--- src/rtl/nm_pkg.sv ---
package nm_pkg;
    typedef enum logic [1:0] {
        ST_IDLE = 2'd0,
        ST_LOAD = 2'd1,
        ST_DONE = 2'd2
    } nm_state_e;
endpackage

--- src/rtl/nm_shift_lut.sv ---
module nm_shift_lut #(
    parameter int SEL_W = 4
) (
    input  logic                    clk,
    input  logic                    rst_n,
    input  logic                    shift_en,
    input  logic                    ser_in,
    input  logic [SEL_W-1:0]        sel,
    output logic                    q_out,
    output logic [(1<<SEL_W)-1:0]   bits_o
);
    localparam int DEPTH = 1 << SEL_W;

    logic [DEPTH-1:0] bits;

    // Each cell takes its lower neighbour; cell 0 takes the serial input.
    // The top cell's old value falls off the end.
    for (genvar i = 0; i < DEPTH; i++) begin : g_cell
        logic nxt;
        if (i == 0) begin : g_head
            assign nxt = ser_in;
        end else begin : g_body
            assign nxt = bits[i-1];
        end
        always_ff @(posedge clk or negedge rst_n) begin
            if (!rst_n)        bits[i] <= 1'b0;
            else if (shift_en) bits[i] <= nxt;
        end
    end

    // The select lines only address the read port; they play no part in shifting.
    assign q_out  = bits[sel];
    assign bits_o = bits;


    hold_chk: assert property (@(posedge clk) disable iff (!rst_n)
        !shift_en |=> $stable(bits));
endmodule

--- src/rtl/nm_load_seq.sv ---
module nm_load_seq
    import nm_pkg::*;
#(
    parameter int SEL_W = 4
) (
    input  logic             clk,
    input  logic             rst_n,
    input  logic             load_start,
    input  logic [SEL_W-1:0] load_value,
    output logic             shift_en,
    output logic             ser_bit,
    output logic             busy,
    output logic             done
);
    localparam logic [SEL_W-1:0] CNT_TOP = {SEL_W{1'b1}};

    nm_state_e        state;
    logic [SEL_W-1:0] cnt;
    logic [SEL_W-1:0] tgt;
    logic             cnt_zero;

    assign cnt_zero = (cnt == '0);

    // State register, counter and captured target.
    always_ff @(posedge clk or negedge rst_n) begin
        if (!rst_n) begin
            state <= ST_IDLE;
            cnt   <= '0;
            tgt   <= '0;
        end else begin
            unique case (state)
                ST_IDLE, ST_DONE: begin
                    if (load_start) begin
                        state <= ST_LOAD;
                        cnt   <= CNT_TOP;
                        tgt   <= load_value;
                    end else begin
                        state <= ST_IDLE;
                    end
                end
                ST_LOAD: begin
                    cnt <= cnt - 1'b1;
                    if (cnt_zero) state <= ST_DONE;
                end
                default: state <= ST_IDLE;
            endcase
        end
    end

    // Outputs decoded from the state. The comparator feeds a one into the
    // chain only on the cycle where the counter equals the target.
    always_comb begin
        shift_en = 1'b0;
        ser_bit  = 1'b0;
        busy     = 1'b0;
        done     = 1'b0;
        unique case (state)
            ST_IDLE: ;
            ST_LOAD: begin
                shift_en = 1'b1;
                busy     = 1'b1;
                ser_bit  = (cnt == tgt);
            end
            ST_DONE: done = 1'b1;
            default: ;
        endcase
    end


    start_busy_chk: assert property (@(posedge clk) disable iff (!rst_n)
        (!busy && load_start) |=> busy);


    count_step_chk: assert property (@(posedge clk) disable iff (!rst_n)
        (busy && !cnt_zero) |=> (busy && cnt == $past(cnt) - 1'b1));


    done_after_chk: assert property (@(posedge clk) disable iff (!rst_n)
        (busy && cnt_zero) |=> (done && !busy));


    done_pulse_chk: assert property (@(posedge clk) disable iff (!rst_n)
        done |=> !done);
endmodule

--- src/rtl/nibble_match_gate.sv ---
module nibble_match_gate #(
    parameter int SEL_W = 4
) (
    input  logic             clk,
    input  logic             rst_n,
    input  logic             load_start,
    input  logic [SEL_W-1:0] load_value,
    input  logic [SEL_W-1:0] data_nib,
    output logic             match,
    output logic             load_busy,
    output logic             load_done
);
    localparam int DEPTH = 1 << SEL_W;

    logic             shift_en;
    logic             ser_bit;
    logic             lut_q;
    logic [DEPTH-1:0] pattern;

    nm_load_seq #(.SEL_W(SEL_W)) u_seq (
        .clk        (clk),
        .rst_n      (rst_n),
        .load_start (load_start),
        .load_value (load_value),
        .shift_en   (shift_en),
        .ser_bit    (ser_bit),
        .busy       (load_busy),
        .done       (load_done)
    );

    nm_shift_lut #(.SEL_W(SEL_W)) u_lut (
        .clk      (clk),
        .rst_n    (rst_n),
        .shift_en (shift_en),
        .ser_in   (ser_bit),
        .sel      (data_nib),
        .q_out    (lut_q),
        .bits_o   (pattern)
    );

    // A partly shifted pattern is meaningless, so the output is gated while loading.
    assign match = lut_q & ~load_busy;


    quiet_load_chk: assert property (@(posedge clk) disable iff (!rst_n)
        load_busy |-> !match);


    onehot_done_chk: assert property (@(posedge clk) disable iff (!rst_n)
        load_done |-> ($countones(pattern) == 1));
endmodule

--- config.mk ---
export PLATFORM = sky130hd
export DESIGN_NAME = nibble_match_gate
export DESIGN_NICKNAME = d
export VERILOG_FILES = /design/src/rtl/nm_pkg.sv /design/src/rtl/nm_shift_lut.sv /design/src/rtl/nm_load_seq.sv /design/src/rtl/nibble_match_gate.sv
export SDC_FILE = /design/constraint.sdc
export NUM_CORES = 1
export LEC_CHECK = 0
export CAP_MARGIN = 20
export CORE_ASPECT_RATIO = 0.7
export CORE_UTILIZATION = 31
export DETAILED_ROUTE_END_ITERATION = 10
export GPL_ROUTABILITY_DRIVEN = 0
export HOLD_SLACK_MARGIN = 0.08
export SYNTH_ARGS = -nofsm -noshare
export SYNTH_HDL_FRONTEND = slang
export SYNTH_SLANG_ARGS = --single-unit
export TNS_END_PERCENT = 10
--- constraint.sdc ---
create_clock -name clk -period 1.8 [get_ports clk]
set_clock_uncertainty 0.15 [all_clocks]
set_input_delay 0.36 -clock clk [delete_from_list [all_inputs] [get_ports clk]]
set_output_delay 0.36 -clock clk [all_outputs]
set_load 0.005 [all_outputs]
==> results.cfg, run 1 <==
[synthesis]
synth_nets = 139
synth-compound-area-share = 0.05152
synthTopCellsByArea = dfrtp_1 (53%), nand2_1 (14%), xnor2_1 (4.2%), mux2_2 (3.6%), mux4_2 (3.6%)
netlist_instances = 127
yosysWarnings = 0
synth_xor_area_frac = 0.04242
synth_top_family_by_area = simple AND/OR/NAND/NOR gates
synth_top_area_cell = dfrtp_1
yosysTopAreaCellShare = 0.5253
seq_area_frac_synth = 0.5253
synthMuxAreaShare = 0.1051
synth.distinct_cells = 28
synth.avg_cell_area_sq_um = 9.753
syn-cell-area_sq_um = 1239
synthAdderAreaFrac = 0.01010
synth-simple-area-share = 0.2283
ys_ff_latch = 26

[global_route]
grt_pass1_vias = 900
grt_overflow = 0
grt_pass1_wl_microns = 4229
grt_max_degree = 27
track_usage = 0.1334
antenna_found_initial = 0

[drt]
wirelength_microns = 2520
wl_per_cell_microns = 11.72
via_per_inst = 4.577
ant_nets = 0
drc_errors = 0
drt_iter0_markers = 50
dr.pass1.iters = 4
num_vias = 984

[outcome]
violations = setup timing
outcome = complete, but fails checks

[clock_network]
cts.path.max_buffers = 2
root_buffer = clkbuf_8
clk_latency_ns = 0.27
cts_sinks = 26
htreeDepth = 1
clk_pin_slew_ns = 0.09
cts_tree = done
cts_made_buffers = 3

[floorplanning]
die_area_sq_um = 4256
start_util = 0.3374
std_cell_rows = 18
die_h_microns = 54.89
coreArea_sq_um = 3671
die_width_microns = 77.55
pin_count = 14

[place]
dp_slack_ns = -0.9161
dp_cells = 210
hpwl_microns = 1926
placed_area_sq_um = 1592
portBuffers = 13

[setup_path]
path_cells = mux4_2, o211ai_2, o22ai_1, buf_2
critPathLaunchType = flip-flop
setup.worst_path.class = reg -> out
critical_path_arrival_ns = 1.52
ff2ff_setup_slack_ns = 0.34
end_kind = output pin
slowest_stage = mux4_2
required_ns = 1.29
path_buf_inv = 1
path_max_fanout = 2
critPathMaxStageDelay_ns = 0.48
cpLargestDelayFamily = multiplexers

[finish]
drive_above_1_share = 0.2545
multiInputGateArea_sq_um = 549.3
final_cells = 215
final_area_sq_um = 1650
diodes = 0
fill_cells = 366
layout.nets = 178
seq_area_sq_um = 650.6
most-common-layout-cells = nand2_1 (47), buf_4 (27), dfrtp_1 (26)
final_common_cell = nand2_1
areaGrowthSynthToFinish_pct = 33.23

[sta]
hold_viol = 0
setup_viol = 1
max_freq_mhz = 492.1
setup_slack_ns = -0.2319
fin_crit_ns = 2.032
slew_viol_final = 0
period_share = 1.129
worstMarginPinSlew_ns = 0.3369
hold_slack_ns = 0.2998
rsz0062_at_grt = true
slew_headroom = 0.7754

[pwr]
p_leak_nw = 0.8187
vdd_ir_drop_max_mv = 0.4813
p_per_area_nw_per_um2 = 1392
finalPower_mw = 2.298

[hold_path]
min_path_type = in -> async

[job]
cap_violations = 0
==> cells in the mapped netlist (all sizes together) <==
cell     n
mux2i    4
nand4    1
inv      2
and2     1
clkbuf   1
nor3b    1
clkinv   1
o21bai   1
nor4     1
o21ai    1
nor2     1
mux2     4
nand2b   2
nor2b    3
o22ai    1
dfrtp   26
xnor2    6
buf      5
nand3    2
nor3     4
nand3b   2
mux4     2
nand2   47
a21oi    5
ha       1
o211ai   2
==> logic make-up after synthesis <==
kind of cell,Yosys count
buffers and inverters,9
flip-flops,26
AO/OA/AOI/OAI,10
AND/OR/NAND/NOR,65
XOR/XNOR,6
adder cells (fa/ha/maj),1
multiplexers,10
==> timing repair <==
item,CTS,global route
pin swaps,2,1
hold buffers,0,0
setup buffers,0,1
setup endpoints to repair,3,2
hold endpoints to repair,0,0
resized for setup,12,2
==> power breakdown <==
part,switching (mW),internal (mW)
Clock,0.177,0.196
Combinational,0.398,0.524
Sequential,0.193,0.810
==> area by class of cell <==
type                            count  share of cell area
Clock buffer                        4             0.03336
Sequential cell                    26              0.3942
Inverter                            3            0.006823
Timing Repair Buffer               40              0.1948
Multi-Input combinational cell     92              0.3328
Tap cell                           50             0.03791
==> layer usage <==
metal,vias up,share of wire,GRT usage
met1,481,0.52,0.1845
met3,2,0.021,0.02500
li1,491,-,-
met5,-,0,0
met4,0,0.0075,0.05660
met2,10,0.45,0.2080
==> path summary, 6_finish.rpt <==
kind | startpoint | endpoint | depth (start not counted)
max | u_lut.g_cell[6].nxt | match | 4
min reg2reg | u_lut.bits_o[15] | u_lut.bits_o[15] | 2
min | rst_n | u_seq.cnt[0] | 2
max in group asynchronous | rst_n | u_lut.g_cell[14].nxt | 2
max reg2reg | u_seq.state[0] | u_seq.tgt[2] | 4
min in group clk | u_lut.bits_o[15] | u_lut.bits_o[15] | 2
==> sequential cells by signal (all words and copies together) (netlist names) <==
name              flops
u_lut.bits_o          1
u_lut.g_cell.nxt     15
u_seq.cnt             4
u_seq.state           2
u_seq.tgt             4
==> worst reg2reg max path: cells and delay by family, from the launching register on <==
family	cells	cell delay, ns
flops	1	0.42
simple gates	1	0.12
mux	1	0.33
buf+inv	2	0.33
==> stage by stage <==
stage	utilization	setup TNS (ns)
global route	0.4496	-0.2860
floorplan	-	0
global placement	0.4335	-0.9659
CTS	0.4485	-0.2769
detailed placement	0.4335	-0.9768
finish	0.4496	-0.2319
No activity file was read; power rests on OpenSTA's default activity.
==> inputs of run 2 (changes only) <==
Settings changed: GPL_ROUTABILITY_DRIVEN 0 to default.
==> results of run 2 <==
No change in the layout: final DEF, timing and power equal those of run 1.
